`src/rtl/cape_pkg.sv`:
```
package cape_pkg;
  localparam int unsigned NBR_N  = 8;
  localparam int unsigned FLAG_N = 10;
  localparam int unsigned IN_N   = NBR_N + 1;
  localparam int unsigned M_IDX  = FLAG_N - 1;

  typedef struct packed {
    logic              m_ext;
    logic              out_inv;
    logic [FLAG_N-1:0] out_sel;
    logic              byp_en;
    logic [FLAG_N-1:0] wr_en;
    logic              in_inv;
    logic              cond;
    logic [IN_N-1:0]   in_sel;
  } ctrl_t;

  localparam int unsigned CTRL_W = $bits(ctrl_t);
endpackage

```
`src/rtl/cape_rst_sync.sv`:
```
module cape_rst_sync #(
  parameter int unsigned STAGES = 2
) (
  input  logic clk,
  input  logic rst_n_in,
  output logic rst_n_out
);
  logic [STAGES-1:0] sync_q;

  always_ff @(posedge clk or negedge rst_n_in) begin
    if (!rst_n_in) sync_q <= '0;
    else           sync_q <= {sync_q[STAGES-2:0], 1'b1};
  end

  assign rst_n_out = sync_q[STAGES-1];
endmodule

```
`src/rtl/cape_in_gate.sv`:
```
module cape_in_gate #(
  parameter int unsigned IN_N = 9
) (
  input  logic            clk,
  input  logic            rst_n,
  input  logic [IN_N-1:0] in_bits,
  input  logic [IN_N-1:0] in_sel,
  input  logic [IN_N-1:0] cond_flags,
  input  logic            cond,
  input  logic            in_inv,
  output logic            incident
);
  logic [IN_N-1:0] passed;
  logic            or_raw;

  generate
    for (genvar gi = 0; gi < IN_N; gi++) begin : g_gate
      always_comb passed[gi] = in_bits[gi] & in_sel[gi] & (~cond | cond_flags[gi]);
    end
  endgenerate

  always_comb begin
    or_raw   = |passed;
    incident = or_raw ^ in_inv;
  end

  // with nothing selected the OR stays at 0
  p_empty_or_r2: assert property (@(posedge clk) disable iff (!rst_n)
    (in_sel == '0) |-> !or_raw);
  // in conditional mode inputs whose flag is clear never raise the OR
  p_cond_block_r3: assert property (@(posedge clk) disable iff (!rst_n)
    (cond && ((in_sel & cond_flags) == '0)) |-> !or_raw);
endmodule

```
`src/rtl/cape_flag_reg.sv`:
```
module cape_flag_reg #(
  parameter int unsigned FLAG_N = 10,
  parameter int unsigned M_IDX  = 9
) (
  input  logic              clk,
  input  logic              rst_n,
  input  logic              step,
  input  logic [FLAG_N-1:0] wr_en,
  input  logic              incident,
  input  logic              m_ext,
  input  logic              ext_in,
  output logic [FLAG_N-1:0] flags
);
  logic [FLAG_N-1:0] flags_q;
  logic [FLAG_N-1:0] flags_d;

  generate
    for (genvar gf = 0; gf < FLAG_N; gf++) begin : g_flag
      if (gf == M_IDX) begin : g_m
        always_comb begin
          flags_d[gf] = flags_q[gf];
          if (step) begin
            if (m_ext)          flags_d[gf] = ext_in;
            else if (wr_en[gf]) flags_d[gf] = incident;
          end
        end
      end else begin : g_plain
        always_comb begin
          flags_d[gf] = flags_q[gf];
          if (step && wr_en[gf]) flags_d[gf] = incident;
        end
      end
    end
  endgenerate

  always_ff @(posedge clk or negedge rst_n) begin
    if (!rst_n) flags_q <= '0;
    else        flags_q <= flags_d;
  end

  assign flags = flags_q;

  // flags are clear whenever reset is held
  p_rst_clear_r1: assert property (@(posedge clk) !rst_n |-> (flags_q == '0));
  // no step, no flag change
  p_hold_idle_r8: assert property (@(posedge clk) disable iff (!rst_n)
    !step |=> $stable(flags_q));
  // flags without write enable (and not externally loaded) keep state
  p_hold_unsel_r5: assert property (@(posedge clk) disable iff (!rst_n)
    (step && (wr_en == '0) && !m_ext) |=> $stable(flags_q));
  // external load reaches flag M
  p_ext_load_r9: assert property (@(posedge clk) disable iff (!rst_n)
    (step && m_ext) |=> (flags_q[M_IDX] == $past(ext_in)));
endmodule

```
`src/rtl/cape_out_path.sv`:
```
module cape_out_path #(
  parameter int unsigned FLAG_N = 10
) (
  input  logic              clk,
  input  logic              rst_n,
  input  logic              step,
  input  logic [FLAG_N-1:0] flags,
  input  logic [FLAG_N-1:0] out_sel,
  input  logic              out_inv,
  input  logic              byp_en,
  input  logic              incident,
  output logic              cell_out
);
  logic and_raw;
  logic out_cmp;
  logic out_d;
  logic out_q;

  always_comb begin
    and_raw = (|out_sel) & (&(flags | ~out_sel));
    out_cmp = and_raw ^ out_inv;
    out_d   = out_q;
    if (step) out_d = out_cmp | (byp_en & incident);
  end

  always_ff @(posedge clk or negedge rst_n) begin
    if (!rst_n) out_q <= 1'b0;
    else        out_q <= out_d;
  end

  assign cell_out = out_q;

  // an empty AND selection yields 0
  p_empty_and_r6: assert property (@(posedge clk) disable iff (!rst_n)
    (out_sel == '0) |-> !and_raw);
  // output holds while idle
  p_out_idle_r8: assert property (@(posedge clk) disable iff (!rst_n)
    !step |=> $stable(out_q));
  // an enabled bypass of a set incident bit forces the output high
  p_byp_high_r7: assert property (@(posedge clk) disable iff (!rst_n)
    (step && byp_en && incident) |=> out_q);
  // output cleared under reset
  p_out_rst_r1: assert property (@(posedge clk) !rst_n |-> !out_q);
endmodule

```
`src/rtl/cape_cell.sv`:
```
module cape_cell
  import cape_pkg::*;
#(
  parameter int unsigned SYNC_STAGES = 2
) (
  input  logic              clk,
  input  logic              rst_n,
  input  logic              step,
  input  logic [CTRL_W-1:0] ctrl_word,
  input  logic [NBR_N-1:0]  nbr_in,
  input  logic              ext_in,
  output logic              cell_out,
  output logic              ext_out
);
  ctrl_t             ctl;
  logic              rst_n_s;
  logic [FLAG_N-1:0] flags;
  logic [IN_N-1:0]   in_bits;
  logic              incident;

  assign ctl     = ctrl_t'(ctrl_word);
  assign in_bits = {cell_out, nbr_in};

  cape_rst_sync #(.STAGES(SYNC_STAGES)) u_rst (
    .clk(clk), .rst_n_in(rst_n), .rst_n_out(rst_n_s)
  );

  cape_in_gate #(.IN_N(IN_N)) u_in (
    .clk(clk), .rst_n(rst_n_s), .in_bits(in_bits), .in_sel(ctl.in_sel),
    .cond_flags(flags[IN_N-1:0]), .cond(ctl.cond), .in_inv(ctl.in_inv),
    .incident(incident)
  );

  cape_flag_reg #(.FLAG_N(FLAG_N), .M_IDX(M_IDX)) u_flags (
    .clk(clk), .rst_n(rst_n_s), .step(step), .wr_en(ctl.wr_en),
    .incident(incident), .m_ext(ctl.m_ext), .ext_in(ext_in), .flags(flags)
  );

  cape_out_path #(.FLAG_N(FLAG_N)) u_out (
    .clk(clk), .rst_n(rst_n_s), .step(step), .flags(flags),
    .out_sel(ctl.out_sel), .out_inv(ctl.out_inv), .byp_en(ctl.byp_en),
    .incident(incident), .cell_out(cell_out)
  );

  assign ext_out = flags[M_IDX];

  // serial output follows flag M after an external load
  p_ext_out_r9: assert property (@(posedge clk) disable iff (!rst_n_s)
    (step && ctl.m_ext) |=> (ext_out == $past(ext_in)));
endmodule

```
`config.mk`:
```
export PLATFORM = sky130hd
export DESIGN_NAME = cape_cell
export DESIGN_NICKNAME = d
export VERILOG_FILES = /design/src/rtl/cape_pkg.sv /design/src/rtl/cape_rst_sync.sv /design/src/rtl/cape_in_gate.sv /design/src/rtl/cape_flag_reg.sv /design/src/rtl/cape_out_path.sv /design/src/rtl/cape_cell.sv
export SDC_FILE = /design/constraint.sdc
export NUM_CORES = 1
export LEC_CHECK = 0
export CAP_MARGIN = 20
export CORE_ASPECT_RATIO = 0.9
export CORE_MARGIN = 4
export CORE_UTILIZATION = 39
export CTS_CLUSTER_SIZE = 40
export DETAILED_ROUTE_END_ITERATION = 7
export PLACE_DENSITY = 0.84
export RECOVER_POWER = 25
export SYNTH_ARGS = -nofsm -noshare
export SYNTH_HDL_FRONTEND = slang
export SYNTH_SLANG_ARGS = --single-unit
```
`constraint.sdc`:
```
create_clock -name clk -period 0.8 [get_ports clk]
set_input_delay 0.08 -clock clk [delete_from_list [all_inputs] [get_ports clk]]
set_output_delay 0.08 -clock clk [all_outputs]
set_load 0.05 [all_outputs]
```
; Yosys cells after proc, flatten, opt, wreduce, memory -nomap -nowiden
; Index checks and enable logic that the tools add are counted.
[totals]
regBits = 13
output_inout_bits = 2
in_bits = 46
word_cells = 63
[op_classes]
bitwise_logic = 35
n_reduce_logical = 14
muxes = 2
[op_table]
columns = op, count
row1 = bitwise AND 1 bit, 20
row2 = inverter 10 bit, 1
row3 = OR 1 bit, 10
row4 = OR 10 bit, 1
row5 = AND reduction 10 bit, 1
row6 = OR reduction 10 bit, 1
row7 = logical AND 1 bit, 9
row8 = OR reduction 9 bit, 1
row9 = 2-to-1 mux 1 bit, 2
row10 = AND reduction 2 bit, 1
row11 = nonzero test 2 bit, 1
row12 = bitwise XOR 1 bit, 2
row13 = inverter 1 bit, 1

; Longest topological paths before layout
; Gate-level depths: netlist of the first run.
[logic_depth]
word_depth = 7
mapped_depth = 7

; By module
; A second synthesis of the first run with hierarchy kept.
[hier_totals]
hier_cells = 82
hier_area_um2 = 854.6
[by_module_without_submodules]
columns = module, seq_area_each_um2, cells_each, area_each_um2, n_inst
row1 = cape_flag_reg, 250.2, 35, 478.0, 1
row2 = cape_out_path, 25.0, 25, 197.7, 1
row3 = cape_in_gate, 0.0, 19, 125.1, 1
row4 = cape_rst_sync, 50.0, 3, 53.8, 1

; Least setup slack after synthesis of the first run
; No wires, ideal clock.
[synth_path]
path_kind = register -> register
start = register u_out.out_q (netlist: u_out.cell_out)
end = register u_flags.flags_q[1] (netlist: u_flags.flags[1])
path_slack_ps = -991
required_ps = 675
stages_incl_launch_ff = 7
path_buffers = 1
period_less_slack_ps = 1791
arrival_time_ps = 1666
cell_sequence = dfrtp_1 -> a22oi_1 -> a21oi_1 -> nor4_2 -> xnor2_1 -> buf_6 -> mux2_2
[synth_between]
elab_chain_len = 4
[synth_lines]
columns = item, line
row1 = "start, declared", cape_out_path.sv:17  ; logic out_q;
row2 = "start signal, assigned", cape_out_path.sv:28  ; else out_q <= out_d;
row3 = bitwise AND 1 bit (2 in a row), cape_in_gate.sv:18  ; always_comb passed[gi] = in_bits[gi] & in_sel[gi] & (~cond | cond_flags[gi]);
row4 = OR reduction 9 bit, cape_in_gate.sv:23  ; or_raw = |passed;
row5 = bitwise XOR 1 bit, cape_in_gate.sv:24  ; incident = or_raw ^ in_inv;
row6 = "end signal, assigned", cape_flag_reg.sv:38  ; else flags_q <= flags_d;
row7 = "end, declared", cape_flag_reg.sv:14  ; logic [FLAG_N-1:0] flags_q;
; No other way between the ends.
; A chain may end at the register's enable or synchronous reset.

; Final worst setup path of the first run
[layout_path]
start = register u_flags.flags_q[1] (netlist: u_flags.flags[1])
end = register u_flags.flags_q[4] (netlist: u_flags.flags[4])
[layout_between]
elab_chain_len = 4
[layout_lines]
columns = item, line
row1 = OR 1 bit, cape_in_gate.sv:18
row2 = bitwise AND 1 bit, cape_in_gate.sv:18
row3 = OR reduction 9 bit, cape_in_gate.sv:23
row4 = bitwise XOR 1 bit, cape_in_gate.sv:24
; No other way between the ends.

==> results of run 1 <==
placed cells by master, fill, tap and decap left out, types with 3 or more instances in the layout:
| master | n |
|---|---|
| a22oi_1 | 3 |
| buf_4 | 11 |
| clkbuf_4 | 3 |
| clkdlybuf4s50_1 | 45 |
| dfrtp_1 | 12 |
| inv_1 | 7 |
| mux2_2 | 7 |
| nand2_1 | 10 |
| nand2b_1 | 3 |
| nand3_1 | 8 |
| o211ai_1 | 4 |
cells by family (layout without fill, tap and decap cells):
family	Yosys count	after routing
compound gates	16	16
other cells	1	1
xor+xnor	1	1
mux	10	10
simple gates	31	31
flops	13	13
buf+inv	10	73
sequential cells by signal, summed over array words and instances (netlist names):
| register | cells |
|---|---|
| u_flags.flags | 10 |
| u_out.cell_out | 1 |
| u_rst.sync_q | 2 |
how the worst max path moves through the flow:
stage | startpoint | end | slack (ns) | depth (start not counted)
final | u_flags.flags[1] | u_flags.flags[4] | -1.01 | 6
after global routing | u_flags.flags[1] | u_flags.flags[4] | -1.11 | 6
after CTS | u_flags.flags[1] | u_flags.flags[2] | -0.94 | 6
after detailed placement | ctrl_word[9] | u_flags.flags[2] | -1.14 | 8
after global placement | ctrl_word[9] | u_flags.flags[4] | -1.10 | 8
after floorplan | u_out.cell_out | u_flags.flags[1] | -0.86 | 6
critical path, cell delays in order (launching register included):
cell,delay [ns]
dfrtp_1,0.42
o211ai_1,0.18
nand4_1,0.20
nor4_4,0.31
xnor2_2,0.15
buf_4,0.17
mux2_4,0.27
metrics by stage:
| stage | worst slack, ns | std cells | instance area [um2] | util | total power (W) |
|---|---|---|---|---|---|
| 2_1_floorplan | -0.863 | 82 | 779 | - | 0.00137 |
| 3_3_place_gp | -1.10 | 164 | 1380 | 0.719 | 0.00194 |
| 3_5_place_dp | -1.14 | 164 | 1380 | 0.719 | 0.00198 |
| 4_1_cts | -0.936 | 170 | 1470 | 0.765 | 0.00250 |
| 5_1_grt | -1.11 | 170 | 1480 | 0.772 | 0.00269 |
| 6_report | -1.01 | 170 | 1480 | 0.772 | 0.00257 |
cell usage after synthesis (all sizes together) (2+ instances only):
cell type / instances / area (um2)
nor2b: 2 / 12.5
o211ai: 4 / 30.0
inv: 8 / 30.0
nor4: 3 / 25.0
a21oi: 2 / 10.0
dfrtp: 13 / 325
mux2: 9 / 101
nand2: 10 / 37.5
nand4: 2 / 12.5
nand3: 8 / 40.0
a22oi: 4 / 30.0
nand2b: 4 / 25.0
power by group:
group	switching (W)	total (W)	internal (W)
Clock	0.000237	0.000423	0.000185
Sequential	0.000164	0.000982	0.000818
Combinational	0.000444	0.00117	0.000723
timing repair:
action / 4_1_cts / 5_1_grt
buffers inserted: 2 / 0
setup endpoints to repair: 13 / 13
hold buffers: 1 / 0
cloned: 0 / 0
pin swaps: 6 / 0
gates resized for setup: 8 / 2
endpoints found under the hold margin: 2 / 0
metal layers:
metal	share of wire	vias to the layer above
met3	0.087	8
li1	-	426
met2	0.50	52
met4	0.015	0
met5	0	-
met1	0.40	428
area by class of cell:
cell class / instances / area [um2]
clock inverter: 1 / 5.00
tap: 25 / 31.3
clock buffer: 3 / 22.5
timing repair buffer: 61 / 606
inverter: 8 / 30.0
multi-input combinational: 59 / 457
fill: 136 / 437
sequential: 13 / 327
==> impl_metrics.py, run 1 <==
metrics = {
    "min_path": {
        "min_path_type": "register to async pin",
    },
    "timing": {
        "period_share": 2.26,
        "final_hold_viol_count": 0,
        "fin_skew_ns": 0.00392,
        "maxSlewViolCount": 0,
        "tns_ns": -10.92,
        "max_freq_ghz": 0.553,
        "rsz0062_at_grt": "true",
        "fin_ws_ns": -1.01,
        "post-route-min-period_ns": 1.81,
        "hold_slack_ns": 0.194,
        "finalSetupViolCount": 13,
    },
    "routing": {
        "num_vias": 914,
        "antenna_left": 0,
        "wl_mm": 2.87,
        "wire_per_inst_um": 16.9,
        "first_pass_iters": 6,
        "drt_iter0_markers": 20,
        "drcViolationCount": 0,
        "vias_per_cell": 5.38,
    },
    "clocking": {
        "clk_latency_ns": 0.28,
        "clock_path_buffers": 2,
        "cts_tree": "done",
        "htreeDepth": 1,
        "clock-root-buffer": "clkbuf_4",
        "cts.sinks": 13,
        "clk_pin_slew_worst_paths_ns": 0.09,
        "cts_made_buffers": 3,
    },
    "worst_setup_path": {
        "worstPathRequired_ns": 0.97,
        "r2r_cells": 6,
        "r2r-end": "u_flags.flags[4]",
        "worstSetupPathType": "register to register",
        "reg2reg_from": "u_flags.flags[1]",
        "arrival_ns": 1.98,
        "rrSetupSlack_ns": -1.01,
        "cp-start-kind": "register",
        "cp_max_fo": 5,
        "crit_path_end_kind": "register",
    },
    "cells_and_area": {
        "syn2layout_area_growth_pct": 89.9,
        "n_antenna_cell": 0,
        "nets": 192,
        "drive_gt1_frac": 0.255,
    },
    "floorplanning": {
        "core_area_mm2": 0.00191,
        "die_h_um": 50.4,
        "start_util": 0.407,
        "die_w_um": 55.1,
        "rows": 15,
        "die_area_mm2": 0.00278,
        "ios": 48,
    },
    "yosys": {
        "synth_edf_count": 0,
        "syn_area_um2": 778,
        "synth-seq-area-share": 0.418,
        "synthMuxAreaShare": 0.143,
        "ys_warn_count": 0,
        "synth_cell_types": 27,
        "avgSynthCellArea_um2": 9.49,
        "synth_compound_area_frac": 0.154,
        "synth_fp_nets": 128,
        "synthSimpleGateAreaFrac": 0.211,
        "netlist_instances": 82,
        "ys.flop_type": "dfrtp_1",
        "async_reset_ff_frac": 1.00,
        "synth_xor_area_frac": 0.0113,
        "synth_top_family_by_area": "simple AND/OR/NAND/NOR gates",
        "synthAdderAreaFrac": 0,
        "synth_seq_cells": 13,
    },
    "global_routing": {
        "use_met3": 0.0386,
        "grtUsageMet2": 0.368,
        "grt_busiest_layer": "met2",
        "grtUsageMet1": 0.253,
        "grt_pass1_vias": 1004,
        "antenna_found_initial": 0,
        "gr-total-overflow": 0,
        "grt_max_degree": 12,
        "grt_pass1_wl_mm": 4.22,
        "grt_usage": 0.213,
    },
    "placement": {
        "routabilityCongestion": 0.834,
        "io_buffers": 47,
        "hpwl_mm": 2.08,
    },
    "job": {
        "cap_violations": 0,
    },
    "run_status": {
        "violations": "setup timing",
        "status": "finished with violations",
    },
    "power": {
        "ir_worst_vdd_mv": 1.14,
        "p_per_area_mw_per_mm2": 1740,
        "leakage_nw": 0.635,
    },
}
Power figures use the tool's default switching activity.
==> run 2: changes to the inputs <==
--- a/config.mk
+++ b/config.mk
@@ -13,6 +13,8 @@
 export DETAILED_ROUTE_END_ITERATION = 7
 export PLACE_DENSITY = 0.84
 export RECOVER_POWER = 25
+export SKIP_CTS_REPAIR_TIMING = 1
+export SLEW_MARGIN = 30
 export SYNTH_ARGS = -nofsm -noshare
 export SYNTH_HDL_FRONTEND = slang
 export SYNTH_SLANG_ARGS = --single-unit
==> impl_metrics.py, run 2 (synthesized netlist as in run 1, its figures left out) <==
metrics = {
    "timing": {
        "finalSetupViolCount": 13,
        "fin_skew_ns": 0.00713,
        "fin_ws_ns": -1.06,
        "final_hold_viol_count": 0,
        "post-route-min-period_ns": 1.86,
        "max_freq_ghz": 0.537,
        "maxSlewViolCount": 0,
        "rsz0062_at_grt": "true",
        "period_share": 2.33,
    },
    "routing": {
        "wire_per_inst_um": 15.7,
        "wl_mm": 2.66,
        "antenna_left": 0,
        "first_pass_iters": 4,
        "drt_iter0_markers": 23,
        "drcViolationCount": 0,
        "vias_per_cell": 5.28,
        "num_vias": 893,
    },
    "cells_and_area": {
        "instances_no_fill": 169,
        "final_common_cell": "clkdlybuf4s50_1",
        "nets": 191,
        "n_antenna_cell": 0,
        "syn2layout_area_growth_pct": 85.2,
        "layout_common_cells": "clkdlybuf4s50_1 (45), dfrtp_1 (12), nand2_1 (10), buf_4 (10)",
        "largest_register_ffs": 10,
        "design_area_mm2": 0.00144,
        "drive_gt1_frac": 0.222,
    },
    "clocking": {
        "cts_tree": "done",
        "clock_path_buffers": 2,
        "clock-root-buffer": "clkbuf_4",
        "htreeDepth": 1,
        "cts_made_buffers": 3,
        "cts.sinks": 13,
        "clk_latency_ns": 0.28,
        "clk_pin_slew_worst_paths_ns": 0.09,
    },
    "worst_setup_path": {
        "path_delay_family": "simple AND/OR/NAND/NOR gates",
        "critical-path-max-stage-delay_ns": 0.42,
        "cpMaxStageDelayCell": "dfrtp_1",
        "arrival_ns": 2.03,
        "crit_chain": "o211ai_1 > nand4_1 > nor4_4 > xnor2_2 > buf_4 > mux2_2",
        "worstPathRequired_ns": 0.96,
        "path_buf_inv": 1,
        "cp-start-kind": "register",
        "rrSetupSlack_ns": -1.06,
        "worstSetupPathType": "register to register",
        "crit_path_end_kind": "register",
        "cp_max_fo": 5,
    },
    "placement": {
        "routabilityCongestion": 0.834,
        "hpwl_mm": 2.08,
        "dp.cells": 164,
        "io_buffers": 47,
        "dpl-instance-area_mm2": 0.00138,
    },
    "floorplanning": {
        "die_h_um": 50.4,
        "die_w_um": 55.1,
        "core_area_mm2": 0.00191,
        "rows": 15,
        "start_util": 0.407,
        "die_area_mm2": 0.00278,
        "ios": 48,
    },
    "global_routing": {
        "grt_usage": 0.192,
        "grt_pass1_vias": 945,
        "grt_max_degree": 12,
        "gr-total-overflow": 0,
        "grt_pass1_wl_mm": 3.87,
        "antenna_found_initial": 0,
    },
    "run_status": {
        "violations": "setup timing",
        "status": "finished with violations",
    },
    "power": {
        "leakage_nw": 0.616,
        "ir_worst_vdd_mv": 1.11,
        "p_per_area_mw_per_mm2": 1710,
    },
    "job": {
        "cap_violations": 0,
    },
    "min_path": {
        "min_path_type": "register to async pin",
    },
}
==> run 2: power by group <==
group	total [W]	switching [W]	leakage (nW)	internal, W
registers	0.000972	0.000154	0.150	0.000818
logic	0.00107	0.000402	0.448	0.000670
clock network	0.000415	0.000230	0.0177	0.000186
==> run 2: worst reg2reg max path, stage by stage (launching register included) <==
cell	delay, ns
dfrtp_1	0.42
o211ai_1	0.21
nand4_1	0.21
nor4_4	0.32
xnor2_2	0.16
buf_4	0.17
mux2_2	0.26
==> run 2: path summary, 6_finish.rpt <==
| check | from | to | depth (start not counted) |
|---|---|---|---|
| min | u_rst.sync_q[1] | u_flags.flags[3] | 0 |
| min in group clk | u_rst.sync_q[0] | u_rst.sync_q[1] | 0 |
| min reg2reg | u_rst.sync_q[1] | u_flags.flags[3] | 0 |
| max | u_flags.flags[1] | u_flags.flags[2] | 6 |
| max in group asynchronous | rst_n | u_rst.sync_q[0] | 2 |
| max reg2reg | u_flags.flags[1] | u_flags.flags[2] | 6 |
==> run 2: area by class of cell <==
cell class | instances | area (um2)
clock buffers | 3 | 22.5
multi-input cells | 59 | 428
repair buffers | 60 | 598
inverters | 8 | 30.0
clock inverters | 1 | 5.00
well taps | 25 | 31.3
fillers | 142 | 473
flip-flops and latches | 13 | 327
==> run 2: metrics by stage <==
| stage | util | TNS (ns) | hold slack [ns] | worst slack, ns | power [W] |
|---|---|---|---|---|---|
| 2_1_floorplan | - | -9.39 | -0.216 | -0.863 | 0.00137 |
| 3_3_place_gp | 0.719 | -11.75 | 0.188 | -1.10 | 0.00194 |
| 3_5_place_dp | 0.719 | -12.03 | 0.208 | -1.14 | 0.00198 |
| 4_1_cts | 0.733 | -10.45 | -0.0520 | -0.952 | 0.00240 |
| 5_1_grt | 0.753 | -12.77 | 0.226 | -1.17 | 0.00259 |
| 6_report | 0.753 | -11.56 | 0.181 | -1.06 | 0.00246 |
==> run 2: per-layer routing <==
metal  wire length [um]  GRT usage  vias up
met3                226     0.0356        9
met2               1280      0.333       53
li1                   -          -      423
met5                  0          0        -
met1               1090      0.236      408
met4                 63     0.0567        0
==> run 3: changes to the inputs <==
--- a/config.mk
+++ b/config.mk
@@ -9,8 +9,10 @@
 export CORE_ASPECT_RATIO = 0.9
 export CORE_MARGIN = 4
 export CORE_UTILIZATION = 39
+export CTS_BUF_LIST = sky130_fd_sc_hd__clkbuf_8 sky130_fd_sc_hd__clkbuf_16
 export CTS_CLUSTER_SIZE = 40
 export DETAILED_ROUTE_END_ITERATION = 7
+export GPL_TIMING_DRIVEN = 0
 export PLACE_DENSITY = 0.84
 export RECOVER_POWER = 25
 export SKIP_CTS_REPAIR_TIMING = 1
==> impl_metrics.py, run 3 (synthesized netlist as in run 1, its figures left out) <==
metrics = {
    "timing": {
        "rsz0062_at_grt": "true",
        "post-route-min-period_ns": 1.69,
        "fin_skew_ns": 0.00626,
        "maxSlewViolCount": 0,
        "hold_slack_ns": 0.180,
        "period_share": 2.11,
        "tns_ns": -9.80,
        "finalSetupViolCount": 13,
        "max_freq_ghz": 0.593,
        "final_hold_viol_count": 0,
        "fin_ws_ns": -0.888,
    },
    "cells_and_area": {
        "n_antenna_cell": 0,
        "syn2layout_area_growth_pct": 72.3,
        "nets": 181,
        "fin_util": 0.701,
        "layout_common_cells": "clkdlybuf4s50_1 (44), dfrtp_1 (12), nand2_1 (10)",
        "design_area_mm2": 0.00134,
        "largest_register_ffs": 10,
        "drive_gt1_frac": 0.142,
        "final_common_cell": "clkdlybuf4s50_1",
    },
    "floorplanning": {
        "die_w_um": 55.1,
        "core_area_mm2": 0.00191,
        "die_h_um": 50.4,
        "rows": 15,
        "die_area_mm2": 0.00278,
        "start_util": 0.407,
        "ios": 48,
    },
    "global_routing": {
        "grt_pass1_wl_mm": 3.37,
        "grt_max_degree": 12,
        "grt_usage": 0.170,
        "gr-total-overflow": 0,
        "grt_pass1_vias": 810,
        "antenna_found_initial": 0,
    },
    "routing": {
        "vias_per_cell": 5.28,
        "drcViolationCount": 0,
        "wire_per_inst_um": 14.5,
        "num_vias": 839,
        "antenna_left": 0,
        "first_pass_iters": 4,
        "drt_iter0_markers": 12,
        "wl_mm": 2.31,
    },
    "power": {
        "ir_worst_vdd_mv": 1.59,
        "leakage_nw": 0.563,
        "p_total_w": 0.00234,
        "p_per_area_mw_per_mm2": 1750,
    },
    "clocking": {
        "clock-root-buffer": "clkbuf_8",
        "clock_path_buffers": 2,
        "cts_made_buffers": 3,
        "clk_pin_slew_worst_paths_ns": 0.06,
        "clk_latency_ns": 0.25,
        "htreeDepth": 1,
        "cts.sinks": 13,
        "cts_tree": "done",
    },
    "worst_setup_path": {
        "arrival_ns": 1.81,
        "crit_path_end": "u_flags.flags[3]",
        "worstSetupPathType": "register to register",
        "rrSetupSlack_ns": -0.89,
        "worstPathRequired_ns": 0.93,
        "r2r_cells": 6,
        "reg2reg_from": "u_flags.flags[1]",
        "cp-start-kind": "register",
        "crit_path_end_kind": "register",
        "cp_max_fo": 10,
        "critical_path.startpoint": "u_flags.flags[1]",
        "r2r-end": "u_flags.flags[3]",
    },
    "run_status": {
        "status": "finished with violations",
        "violations": "setup timing",
    },
    "placement": {
        "hpwl_mm": 1.88,
        "dpl-instance-area_mm2": 0.00128,
        "io_buffers": 47,
        "routabilityCongestion": 0.792,
    },
    "min_path": {
        "min_path_type": "register to async pin",
    },
    "job": {
        "cap_violations": 0,
    },
}
==> run 3: changes by cell type in the layout (fill, tap and decap cells not counted), moves of 2 or more <==
cell      delta
buf_12       -2
clkbuf_4     -3
buf_4       -10
clkbuf_8     +3
==> run 3: layout make-up <==
type | count | area [um2]
plain buffers | 2 | 15.0
inverters | 8 | 30.0
clock buffers | 3 | 41.3
well taps | 25 | 31.3
repair buffers | 48 | 485
fillers | 157 | 573
flip-flops and latches | 13 | 327
clock inverters | 1 | 3.75
multi-input cells | 59 | 408
==> run 3: metrics by stage <==
step | std cells | setup slack [ns]
global route | 159 | -1.00
global placement | 154 | -1.11
floorplan | 82 | -0.863
finish | 159 | -0.888
detailed placement | 154 | -1.14
CTS | 158 | -0.909
==> run 3: worst max-delay path, cell delays in order (launching register included) <==
cell      delay (ns)
dfrtp_1         0.41
o211ai_1        0.18
nand4_1         0.13
nor4_2          0.28
xnor2_1         0.15
buf_6           0.16
mux2_2          0.25
==> run 3: worst min-delay path by stage <==
stage                    start          endpoint  cells after the start
5_1_grt        u_rst.sync_q[1]  u_flags.flags[5]                      0
3_5_place_dp   u_rst.sync_q[1]  u_flags.flags[5]                      0
6_report       u_rst.sync_q[1]  u_flags.flags[5]                      0
2_1_floorplan            rst_n   u_rst.sync_q[0]                      0
3_3_place_gp   u_rst.sync_q[1]  u_flags.flags[7]                      0
4_1_cts                  rst_n   u_rst.sync_q[1]                      1
==> run 3: where the power goes <==
| part | leakage (nW) | internal, W | total, W | switching [W] |
|---|---|---|---|---|
| clock | 0.0269 | 0.000339 | 0.000572 | 0.000233 |
| sequential | 0.150 | 0.000821 | 0.000970 | 0.000149 |
| combinational | 0.386 | 0.000488 | 0.000803 | 0.000315 |
| total | 0.563 | 0.00165 | 0.00234 | 0.000697 |
==> run 3: routing by layer <==
layer / GRT usage / up-vias / wire length [um]
li1: - / 400 / -
met1: 0.198 / 397 / 948
met2: 0.283 / 37 / 1050
met3: 0.0712 / 5 / 289
met4: 0.0405 / 0 / 17
met5: 0 / - / 0
